## src/rtl/slv_brk_pkg.sv

```systemverilog
package slv_brk_pkg;
  typedef enum logic [1:0] {
    PH_LOW  = 2'd0,
    PH_HIGH = 2'd1,
    PH_RDY  = 2'd2,
    PH_BRK  = 2'd3
  } phase_e;
endpackage

```

## src/rtl/slv_brk_cnt.sv

```systemverilog
module slv_brk_cnt #(
  parameter int CW = 4
) (
  input  logic          clk_i,
  input  logic          rst_ni,
  input  logic          clr_i,
  input  logic          inc_i,
  output logic [CW-1:0] val_o
);
  always_ff @(posedge clk_i or negedge rst_ni) begin
    if (!rst_ni)    val_o <= '0;
    else if (clr_i) val_o <= '0;
    else if (inc_i) val_o <= val_o + 1'b1;
  end
endmodule

```

## src/rtl/slv_brk_fsm.sv

```systemverilog
module slv_brk_fsm
  import slv_brk_pkg::*;
#(
  parameter int LOW_TICKS  = 10,
  parameter int HIGH_TICKS = 4,
  parameter int HOLD_TICKS = 10,
  parameter int CW         = 4
) (
  input  logic          clk_i,
  input  logic          rst_ni,
  input  logic          tick_i,
  input  logic          line_i,
  input  logic          req_i,
  input  logic          activity_i,
  input  logic [CW-1:0] cnt_i,
  output logic          clr_o,
  output logic          inc_o,
  output logic          pull_o,
  output logic          done_o
);
  localparam logic [CW-1:0] LowLast  = CW'(LOW_TICKS - 1);
  localparam logic [CW-1:0] HighLast = CW'(HIGH_TICKS - 1);
  localparam logic [CW-1:0] HoldLast = CW'(HOLD_TICKS - 1);

  phase_e st_q, st_d;
  logic   done_d;

  always_comb begin
    st_d   = st_q;
    clr_o  = 1'b0;
    inc_o  = 1'b0;
    done_d = 1'b0;
    if (activity_i) begin
      st_d  = PH_LOW;
      clr_o = 1'b1;
    end else begin
      unique case (st_q)
        PH_LOW: if (tick_i) begin
          if (line_i) clr_o = 1'b1;
          else if (cnt_i == LowLast) begin
            st_d  = PH_HIGH;
            clr_o = 1'b1;
          end else inc_o = 1'b1;
        end
        PH_HIGH: if (tick_i) begin
          if (!line_i) begin
            st_d  = PH_LOW;
            clr_o = 1'b1;
          end else if (cnt_i == HighLast) begin
            st_d  = req_i ? PH_BRK : PH_RDY;
            clr_o = 1'b1;
          end else inc_o = 1'b1;
        end
        PH_RDY: if (req_i) begin
          st_d  = PH_BRK;
          clr_o = 1'b1;
        end
        PH_BRK: if (tick_i) begin
          // own pull makes line_i meaningless here
          if (cnt_i == HoldLast) begin
            st_d   = PH_LOW;
            clr_o  = 1'b1;
            done_d = 1'b1;
          end else inc_o = 1'b1;
        end
        default: st_d = PH_LOW;
      endcase
    end
  end

  always_ff @(posedge clk_i or negedge rst_ni) begin
    if (!rst_ni) begin
      st_q   <= PH_LOW;
      done_o <= 1'b0;
    end else begin
      st_q   <= st_d;
      done_o <= done_d;
    end
  end

  assign pull_o = (st_q == PH_BRK);
endmodule

```

## src/rtl/slv_brk_gen.sv

```systemverilog
module slv_brk_gen #(
  parameter int LOW_TICKS  = 10,
  parameter int HIGH_TICKS = 4,
  parameter int HOLD_TICKS = 10
) (
  input  logic clk_i,
  input  logic rst_ni,
  input  logic tick_i,
  input  logic line_i,
  input  logic req_i,
  input  logic activity_i,
  output logic pull_o,
  output logic done_o
);
  localparam int MaxLH   = (LOW_TICKS > HIGH_TICKS) ? LOW_TICKS : HIGH_TICKS;
  localparam int MaxTick = (MaxLH > HOLD_TICKS) ? MaxLH : HOLD_TICKS;
  localparam int CW      = (MaxTick > 2) ? $clog2(MaxTick) : 1;

  logic [CW-1:0] cnt;
  logic          clr, inc;

  slv_brk_cnt #(.CW(CW)) u_cnt (
    .clk_i (clk_i),
    .rst_ni(rst_ni),
    .clr_i (clr),
    .inc_i (inc),
    .val_o (cnt)
  );

  slv_brk_fsm #(
    .LOW_TICKS (LOW_TICKS),
    .HIGH_TICKS(HIGH_TICKS),
    .HOLD_TICKS(HOLD_TICKS),
    .CW        (CW)
  ) u_fsm (
    .clk_i     (clk_i),
    .rst_ni    (rst_ni),
    .tick_i    (tick_i),
    .line_i    (line_i),
    .req_i     (req_i),
    .activity_i(activity_i),
    .cnt_i     (cnt),
    .clr_o     (clr),
    .inc_o     (inc),
    .pull_o    (pull_o),
    .done_o    (done_o)
  );
endmodule

```

## config.mk

```make
export PLATFORM = sky130hd
export DESIGN_NAME = slv_brk_gen
export DESIGN_NICKNAME = d
export VERILOG_FILES = /design/src/rtl/slv_brk_pkg.sv /design/src/rtl/slv_brk_cnt.sv /design/src/rtl/slv_brk_fsm.sv /design/src/rtl/slv_brk_gen.sv
export SDC_FILE = /design/constraint.sdc
export NUM_CORES = 1
export LEC_CHECK = 0
export BUFFER_PORTS_ARGS = -buffer_cell sky130_fd_sc_hd__buf_4
export CAP_MARGIN = 10
export CORE_AREA = 2 2 39 41
export CTS_CLUSTER_SIZE = 10
export DETAILED_ROUTE_END_ITERATION = 10
export DIE_AREA = 0 0 41 43
export MAX_ROUTING_LAYER = met4
export PLACE_DENSITY = 0.58
export REMOVE_ABC_BUFFERS = 1
export SETUP_SLACK_MARGIN = 0.05
export SLEW_MARGIN = 20
export SYNTH_ARGS = -nofsm -noshare
export SYNTH_HDL_FRONTEND = slang
export SYNTH_SLANG_ARGS = --single-unit
export TNS_END_PERCENT = 30
```

## constraint.sdc

```tcl
create_clock -name clk_i -period 2.3 [get_ports clk_i]
set_clock_uncertainty 0.15 [all_clocks]
set_input_delay 0.115 -clock clk_i [delete_from_list [all_inputs] [get_ports clk_i]]
set_output_delay 0.115 -clock clk_i [all_outputs]
set_load 0.01 [all_outputs]
```

==> results.txt, run 1 <==
----------------------------------------------------
[Outcome]
  Outcome ... finished clean

[Critical path]
  Path type of the worst setup path ... register to register
  Critical Path Start Type ... register
  WP buf/inv ... 0
  Critical Path Max Stage Delay ... 0.42 ns
  Crit path DAT ... 1.90 ns
  Max stage delay cell, worst path ... sky130_fd_sc_hd__or3b_4
  Worst EP required ... 2.30 ns
  Kind of end point of the critical path ... register
  Cell-by-cell listing of the critical path ... ha_1, or3b_4, nand3_1, a21boi_0, a311oi_2
  CP Max Fanout ... 5
  Largest delay contributor family on the critical path ... simple AND/OR/NAND/NOR gates

[Synth]
  Synth unique cells ... 28
  Top area cells in the synthesized netlist ... sky130_fd_sc_hd__dfrtp_1 (35%), sky130_fd_sc_hd__nand3_1 (6.0%), sky130_fd_sc_hd__a21oi_1 (5.0%), sky130_fd_sc_hd__ha_1 (5.0%), sky130_fd_sc_hd__a21boi_0 (3.0%)
  Synthesized flop and latch total ... 7
  Avg Synthesized Cell Area ... 9.22 µm²
  Synth warnings ... 0
  Sequential element share of the synthesized area ... 0.352
  Cell count after synthesis ... 54
  Mapped Area ... 498 µm²
  Post-synth top area share ... 0.352
  Biggest area consumer among synthesized cells ... sky130_fd_sc_hd__dfrtp_1

[Power]
  Pwr Density ... 439 mW/mm²
  Tot Pwr ... 0.000266 W
  Max rail drop VDD ... 0.000235 V
  Reported leakage power ... 0.253 nW

[Die]
  I/O pin cnt ... 8
  Full die area ... 0.00176 mm²
  Die height ... 43 µm
  Initial core utilization ... 0.360
  Overall die width ... 41 µm
  Floorplan Core Area ... 0.00138 mm²
  Number of rows in the core area ... 14

[CTS]
  Setup Buffers After CTS ... 0
  Clk pin slew, worst setup/hold paths ... 0.05 ns
  Clk_lat worst skew ... 0.25 ns
  Clock tree root driver cell ... sky130_fd_sc_hd__clkbuf_4
  H-tree lvl count ... 1
  Num CTS Buffers ... 3
  Clock net sink count ... 7
  Maximum root-to-sink buffer count ... 2
  CTS tree ... done

[STA]
  Setup total negative slack ... 0 ns
  Hold Vio Cnt, Final ... 0
  Number of failing setup endpoints in the final timing report ... 0
  Unrepaired setup endpoints after global routing ... no
  Period utilization ... 0.822
  Final slew viol count ... 0
  Transition time of the tightest slew-check pin ... 0.419 ns
  Achievable frequency ... 529 MHz
  Worst slew margin ... 0.720
  Post-route setup slack ... 0.409 ns
  Clock period minus final worst setup slack ... 1.89 ns

[Place]
  I/O Buffers ... 7
  Post-DP HPWL ... 768 µm
  Placed Cells ... 76
  Placement-stage cell area ... 559 µm²
  Worst setup slack after placement ... 0.423 ns
  Gp weighted congestion ... 0.779

[GRT]
  Remaining global-route overflow ... 0
  Maximum number of pins on one net before global-route repair ... 11
  Antenna violations before repair ... 0
  Via count of the first global-routing pass ... 427
  First-pass GRT wire length ... 1.73 mm
  Overall global routing resource usage ... 0.149

[Routing]
  Number of vias per cell after detailed routing ... 5.61
  Vias after detailed routing ... 460
  Number of design rule violations left after detail routing ... 0
  Wirelength per Cell ... 12.0 µm
  Total length of routed wires ... 983 µm
  Detailed router's first-iteration violation count ... 3
  Detailed Routing Iterations Pass 1 ... 4
  Antenna-violating nets left ... 0

[Final layout]
  Most frequent cells in the layout ... sky130_fd_sc_hd__buf_4 (7), sky130_fd_sc_hd__dfrtp_1 (7), sky130_fd_sc_hd__nand3_1 (6), sky130_fd_sc_hd__a21oi_1 (5), sky130_fd_sc_hd__nor2_1 (4)
  Final Cell Area ... 606 µm²
  Area delta synth->final ... 21.6%
  Ratio of cells with drive above 1 in the final layout ... 0.242
  N_diodes ... 0
  Number of non-filler instances in the completed layout ... 82
  Layout Nets ... 75

[Job]
  Maximum capacitance violations ... 0

[Worst hold path]
  Hold WC Path Type ... input port to register

----------------------------------------------------
[final cells by class]
cell class	instances	area, µm²
inverter	3	11.3
clock buffer	4	26.3
timing repair buffer	9	72.6
multi-input combinational	43	300
fill	136	778
sequential	7	175
tap	16	20.0
[kinds of logic after synthesis]
| logic type | share of synthesized area |
|---|---|
| AO/OA/AOI/OAI | 0.314 |
| adder cells (fa/ha/maj) | 0.0502 |
| buffers and inverters | 0.0452 |
| flip-flops | 0.352 |
| AND/OR/NAND/NOR | 0.239 |
[cell usage after synthesis]
library cell / count
sky130_fd_sc_hd__nand3_1: 6
sky130_fd_sc_hd__a21oi_2: 1
sky130_fd_sc_hd__a21bo_2: 1
sky130_fd_sc_hd__and4_1: 1
sky130_fd_sc_hd__and3b_2: 1
sky130_fd_sc_hd__dfrtp_1: 7
sky130_fd_sc_hd__ha_1: 2
sky130_fd_sc_hd__o211ai_1: 1
sky130_fd_sc_hd__nor2b_1: 1
sky130_fd_sc_hd__a311oi_2: 1
sky130_fd_sc_hd__nand3b_1: 1
sky130_fd_sc_hd__or3b_4: 1
sky130_fd_sc_hd__o21ai_0: 1
sky130_fd_sc_hd__a21oi_1: 5
sky130_fd_sc_hd__a211o_1: 1
sky130_fd_sc_hd__a21o_1: 2
sky130_fd_sc_hd__nor3_1: 2
sky130_fd_sc_hd__o311ai_0: 1
sky130_fd_sc_hd__o41ai_1: 1
sky130_fd_sc_hd__buf_6: 1
sky130_fd_sc_hd__a2111o_1: 1
sky130_fd_sc_hd__o2111ai_1: 1
sky130_fd_sc_hd__and2_4: 1
sky130_fd_sc_hd__nand2_1: 3
sky130_fd_sc_hd__a21boi_0: 2
sky130_fd_sc_hd__a311oi_1: 1
sky130_fd_sc_hd__inv_1: 3
sky130_fd_sc_hd__nor2_1: 4
[power breakdown]
part	switching [W]	internal, W
clock network	0.0000414	0.0000660
registers	0.00000194	0.000125
logic	0.0000159	0.0000151
[per-layer routing]
metal  part of all wire  up-vias  track usage
met3              0.033        2       0.0157
li1                   -      230            -
met5                  0        -            -
met1               0.48      221        0.218
met4              0.013        0        0.113
met2               0.47        7        0.181
[final timing paths]
path,startpoint,endpoint,slack [ns],cells after the start
setup / recovery,u_cnt.val_o[0]$_DFFE_PN0P_,u_cnt.val_o[1]$_DFFE_PN0P_,0.41,5
hold / removal,req_i,u_fsm.st_q[0]$_DFFE_PN0P_,0.02,3
setup reg to reg,u_cnt.val_o[0]$_DFFE_PN0P_,u_cnt.val_o[1]$_DFFE_PN0P_,0.41,5
hold reg to reg,u_cnt.val_o[3]$_DFFE_PN0P_,u_cnt.val_o[3]$_DFFE_PN0P_,0.45,2
max in group asynchronous,rst_ni,u_fsm.st_q[1]$_DFFE_PN0P_,1.81,2
min in group asynchronous,rst_ni,u_cnt.val_o[1]$_DFFE_PN0P_,0.06,2
[flip-flops by register name, summed over array words and instances (netlist names)]
register      flops
u_cnt.val_o       4
u_fsm.st_q        2
u_fsm.done_o      1
[through the flow]
step / hold WS [ns] / utilization
after floorplan: -0.331 / -
after global placement: -0.220 / 0.404
after detailed placement: -0.218 / 0.404
after CTS: 0.0110 / 0.438
after global routing: 0.0344 / 0.438
final: 0.0187 / 0.438
[worst register-to-register path: stages, from the launching register on]
cell and delay (ns):
sky130_fd_sc_hd__dfrtp_1 0.41, sky130_fd_sc_hd__ha_1 0.21, sky130_fd_sc_hd__or3b_4 0.42, sky130_fd_sc_hd__nand3_1 0.22
sky130_fd_sc_hd__a21boi_0 0.14, sky130_fd_sc_hd__a311oi_2 0.26
[what timing repair did]
item,4_1_cts,5_1_grt
hold buffers,2,0
endpoints found under the hold margin,10,0
gates resized for setup,0,0
(Power assumes the default switching activity.)
==> run 2, diff against run 1 <==
Settings changed: PLACE_DENSITY 0.58 to 0.6.
Clock period 2.3 ns to 1.6 ns, I/O delays scaled along.
==> results.txt, run 2 (synthesis results as in run 1) <==
----------------------------------------------------
[CTS]
  Num CTS Buffers ... 3 (unchanged)
  Clock net sink count ... 7 (unchanged)
  Clock tree root driver cell ... sky130_fd_sc_hd__clkbuf_4 (unchanged)
  Clk_lat worst skew ... 0.24 ns (was 0.25 ns)
  Maximum root-to-sink buffer count ... 2 (unchanged)
  Clk pin slew, worst setup/hold paths ... 0.05 ns (about the same)
  CTS tree ... done (unchanged)
  H-tree lvl count ... 1 (unchanged)

[STA]
  Transition time of the tightest slew-check pin ... 0.355 ns (was 0.419 ns)
  Worst slew margin ... 0.760 (was 0.720)
  Achievable frequency ... 566 MHz (was 529 MHz)
  Post-route setup slack ... -0.166 ns (was 0.409 ns)
  Clock period minus final worst setup slack ... 1.77 ns (was 1.89 ns)
  Hold Vio Cnt, Final ... 0 (unchanged)
  Worst hold slack after final layout ... 0.0147 ns (was 0.0187 ns)
  Final slew viol count ... 0 (unchanged)
  Unrepaired setup endpoints after global routing ... yes (was no)
  Number of failing setup endpoints in the final timing report ... 6 (was 0)
  Period utilization ... 1.10 (was 0.822)

[Job]
  Maximum capacitance violations ... 0 (unchanged)

[Final layout]
  Flip-flop count of the largest register after layout ... 4 (unchanged)
  Most common library cell in the layout ignoring fill and taps ... sky130_fd_sc_hd__buf_4
  Register cell area after layout ... 175 µm² (unchanged)
  N_diodes ... 0 (unchanged)
  Total area of multi-input combinational cells ... 300 µm² (unchanged)
  Number of filler cells placed in the layout ... 134 (was 136)
  Area delta synth->final ... 41.0% (was 21.6%)
  Leading registers by flop count ... u_cnt.val_o (4), u_fsm.st_q (2), u_fsm.done_o (1) (unchanged)
  Ratio of cells with drive above 1 in the final layout ... 0.359 (was 0.242)
  Register containing the most flip-flops in the final layout ... u_cnt.val_o (unchanged)
  Most frequent cells in the layout ... sky130_fd_sc_hd__buf_4 (17), sky130_fd_sc_hd__dfrtp_1 (7), sky130_fd_sc_hd__nand3_1 (6), sky130_fd_sc_hd__a21oi_1 (5), sky130_fd_sc_hd__nor2_1 (4) (was sky130_fd_sc_hd__buf_4 (7), sky130_fd_sc_hd__dfrtp_1 (7), sky130_fd_sc_hd__nand3_1 (6), sky130_fd_sc_hd__a21oi_1 (5), sky130_fd_sc_hd__nor2_1 (4))
  Layout Nets ... 87 (was 75)

[GRT]
  Via count of the first global-routing pass ... 469 (was 427)
  Maximum number of pins on one net before global-route repair ... 8 (was 11)
  Remaining global-route overflow ... 0 (unchanged)
  Antenna violations before repair ... 0 (unchanged)
  First-pass GRT wire length ... 1.83 mm (was 1.73 mm)
  Overall global routing resource usage ... 0.156 (was 0.149)

[Worst hold path]
  Hold WC Path Type ... input port to register (unchanged)

[Place]
  I/O Buffers ... 7 (unchanged)
  Worst setup slack after placement ... -0.170 ns (was 0.423 ns)
  Gp weighted congestion ... 0.744 (was 0.779)
  Post-DP HPWL ... 908 µm (was 768 µm)

[Critical path]
  Cell-by-cell listing of the critical path ... ha_1, or3b_4, a21oi_2, a2111o_1, a311oi_2 (was ha_1, or3b_4, nand3_1, a21boi_0, a311oi_2)
  Worst EP required ... 1.60 ns (was 2.30 ns)
  Path type of the worst setup path ... register to register (unchanged)
  WP buf/inv ... 0 (unchanged)
  Max stage delay cell, worst path ... sky130_fd_sc_hd__a2111o_1 (was sky130_fd_sc_hd__or3b_4)
  Critical Path Max Stage Delay ... 0.42 ns (about the same)
  Crit path DAT ... 1.76 ns (was 1.90 ns)
  Critical Path Start Type ... register (unchanged)
  Largest delay contributor family on the critical path ... compound AO/OA/AOI/OAI gates (was simple AND/OR/NAND/NOR gates)
  CP Max Fanout ... 4 (was 5)
  Kind of end point of the critical path ... register (unchanged)

[Routing]
  Detailed router's first-iteration violation count ... 8 (was 3)
  Number of vias per cell after detailed routing ... 5.15 (was 5.61)
  Total length of routed wires ... 1.12 mm (was 983 µm)
  Wirelength per Cell ... 11.9 µm (was 12.0 µm)
  Number of design rule violations left after detail routing ... 0 (unchanged)
  Vias after detailed routing ... 484 (was 460)
  Antenna-violating nets left ... 0 (unchanged)
  Detailed Routing Iterations Pass 1 ... 3 (was 4)

[Die]
  Initial core utilization ... 0.360 (unchanged)
  Overall die width ... 41 µm (unchanged)
  Full die area ... 0.00176 mm² (unchanged)
  Floorplan Core Area ... 0.00138 mm² (unchanged)
  Die height ... 43 µm (unchanged)
  I/O pin cnt ... 8 (unchanged)
  Number of rows in the core area ... 14 (unchanged)

[Power]
  Max rail drop VDD ... 0.000330 V (was 0.000235 V)
  Pwr Density ... 561 mW/mm² (was 439 mW/mm²)
  Reported leakage power ... 0.312 nW (was 0.253 nW)

[Outcome]
  Outcome ... complete, but fails checks (was finished clean)
  Violated checks ... negative setup slack

----------------------------------------------------
[run 2: cell count changes in the layout (fill, tap and decap cells not counted)]
cell                            previous run  this run
sky130_fd_sc_hd__buf_4                     7        17
sky130_fd_sc_hd__buf_6                     0         1
sky130_fd_sc_hd__dlygate4sd3_1             2         3
sky130_fd_sc_hd__inv_2                     0         1
sky130_fd_sc_hd__inv_1                     3         2
[run 2: cell type report]
type / instances / area share
Multi-Input combinational cell: 43 / 0.428
Clock buffer: 4 / 0.0374
Inverter: 3 / 0.0160
Tap cell: 16 / 0.0285
Sequential cell: 7 / 0.250
Timing Repair Buffer: 21 / 0.241
[run 2: tightest hold or removal path, stage by stage]
cell and delay, ns:
sky130_fd_sc_hd__buf_4 0.13, sky130_fd_sc_hd__nand3_1 0.10, sky130_fd_sc_hd__nor3_1 0.05
[run 2: final timing paths]
path / start / endpoint / slack [ns] / depth (start not counted)
setup / recovery: u_cnt.val_o[0]$_DFFE_PN0P_ / u_cnt.val_o[1]$_DFFE_PN0P_ / -0.17 / 5
hold / removal: tick_i / u_fsm.done_o$_DFF_PN0_ / 0.01 / 3
min in group asynchronous: rst_ni / u_fsm.done_o$_DFF_PN0_ / 0.02 / 2
setup reg to reg: u_cnt.val_o[0]$_DFFE_PN0P_ / u_cnt.val_o[1]$_DFFE_PN0P_ / -0.17 / 5
max in group asynchronous: rst_ni / u_cnt.val_o[1]$_DFFE_PN0P_ / 1.16 / 2
hold reg to reg: u_cnt.val_o[3]$_DFFE_PN0P_ / u_cnt.val_o[3]$_DFFE_PN0P_ / 0.44 / 2
[run 2: power by group]
part,switching [W],internal (W),leakage (nW)
combinational,0.0000265,0.0000318,0.200
clock,0.0000585,0.0000948,0.0150
sequential,0.00000235,0.000180,0.0970
[run 2: stage by stage]
stage / power [W] / cells / TNS [ns] / util / cell area, µm²
floorplan: 0.000206 / 53 / -0.364 / - / 487
global route: 0.000420 / 94 / -1.28 / 0.507 / 702
detailed placement: 0.000238 / 87 / -0.759 / 0.464 / 642
CTS: 0.000401 / 94 / -0.720 / 0.507 / 702
finish: 0.000394 / 94 / -0.690 / 0.507 / 702
global placement: 0.000238 / 87 / -0.718 / 0.464 / 642
[run 2: metal layers]
| metal | vias up | share of wire | track usage |
|---|---|---|---|
| met1 | 223 | 0.50 | 0.203 |
| met2 | 4 | 0.47 | 0.231 |
| met5 | - | 0 | - |
| met4 | 0 | 0.013 | 0.0800 |
| met3 | 2 | 0.022 | 0.0157 |
| li1 | 255 | - | - |
[run 2: what timing repair did]
| item | 4_1_cts | 5_1_grt |
|---|---|---|
| hold buffers | 3 | 0 |
| endpoints found under the setup margin | 6 | 6 |
| resized for setup | 2 | 0 |
| endpoints found under the hold margin | 10 | 0 |
| pin swaps | 3 | 1 |
| setup buffers | 0 | 0 |
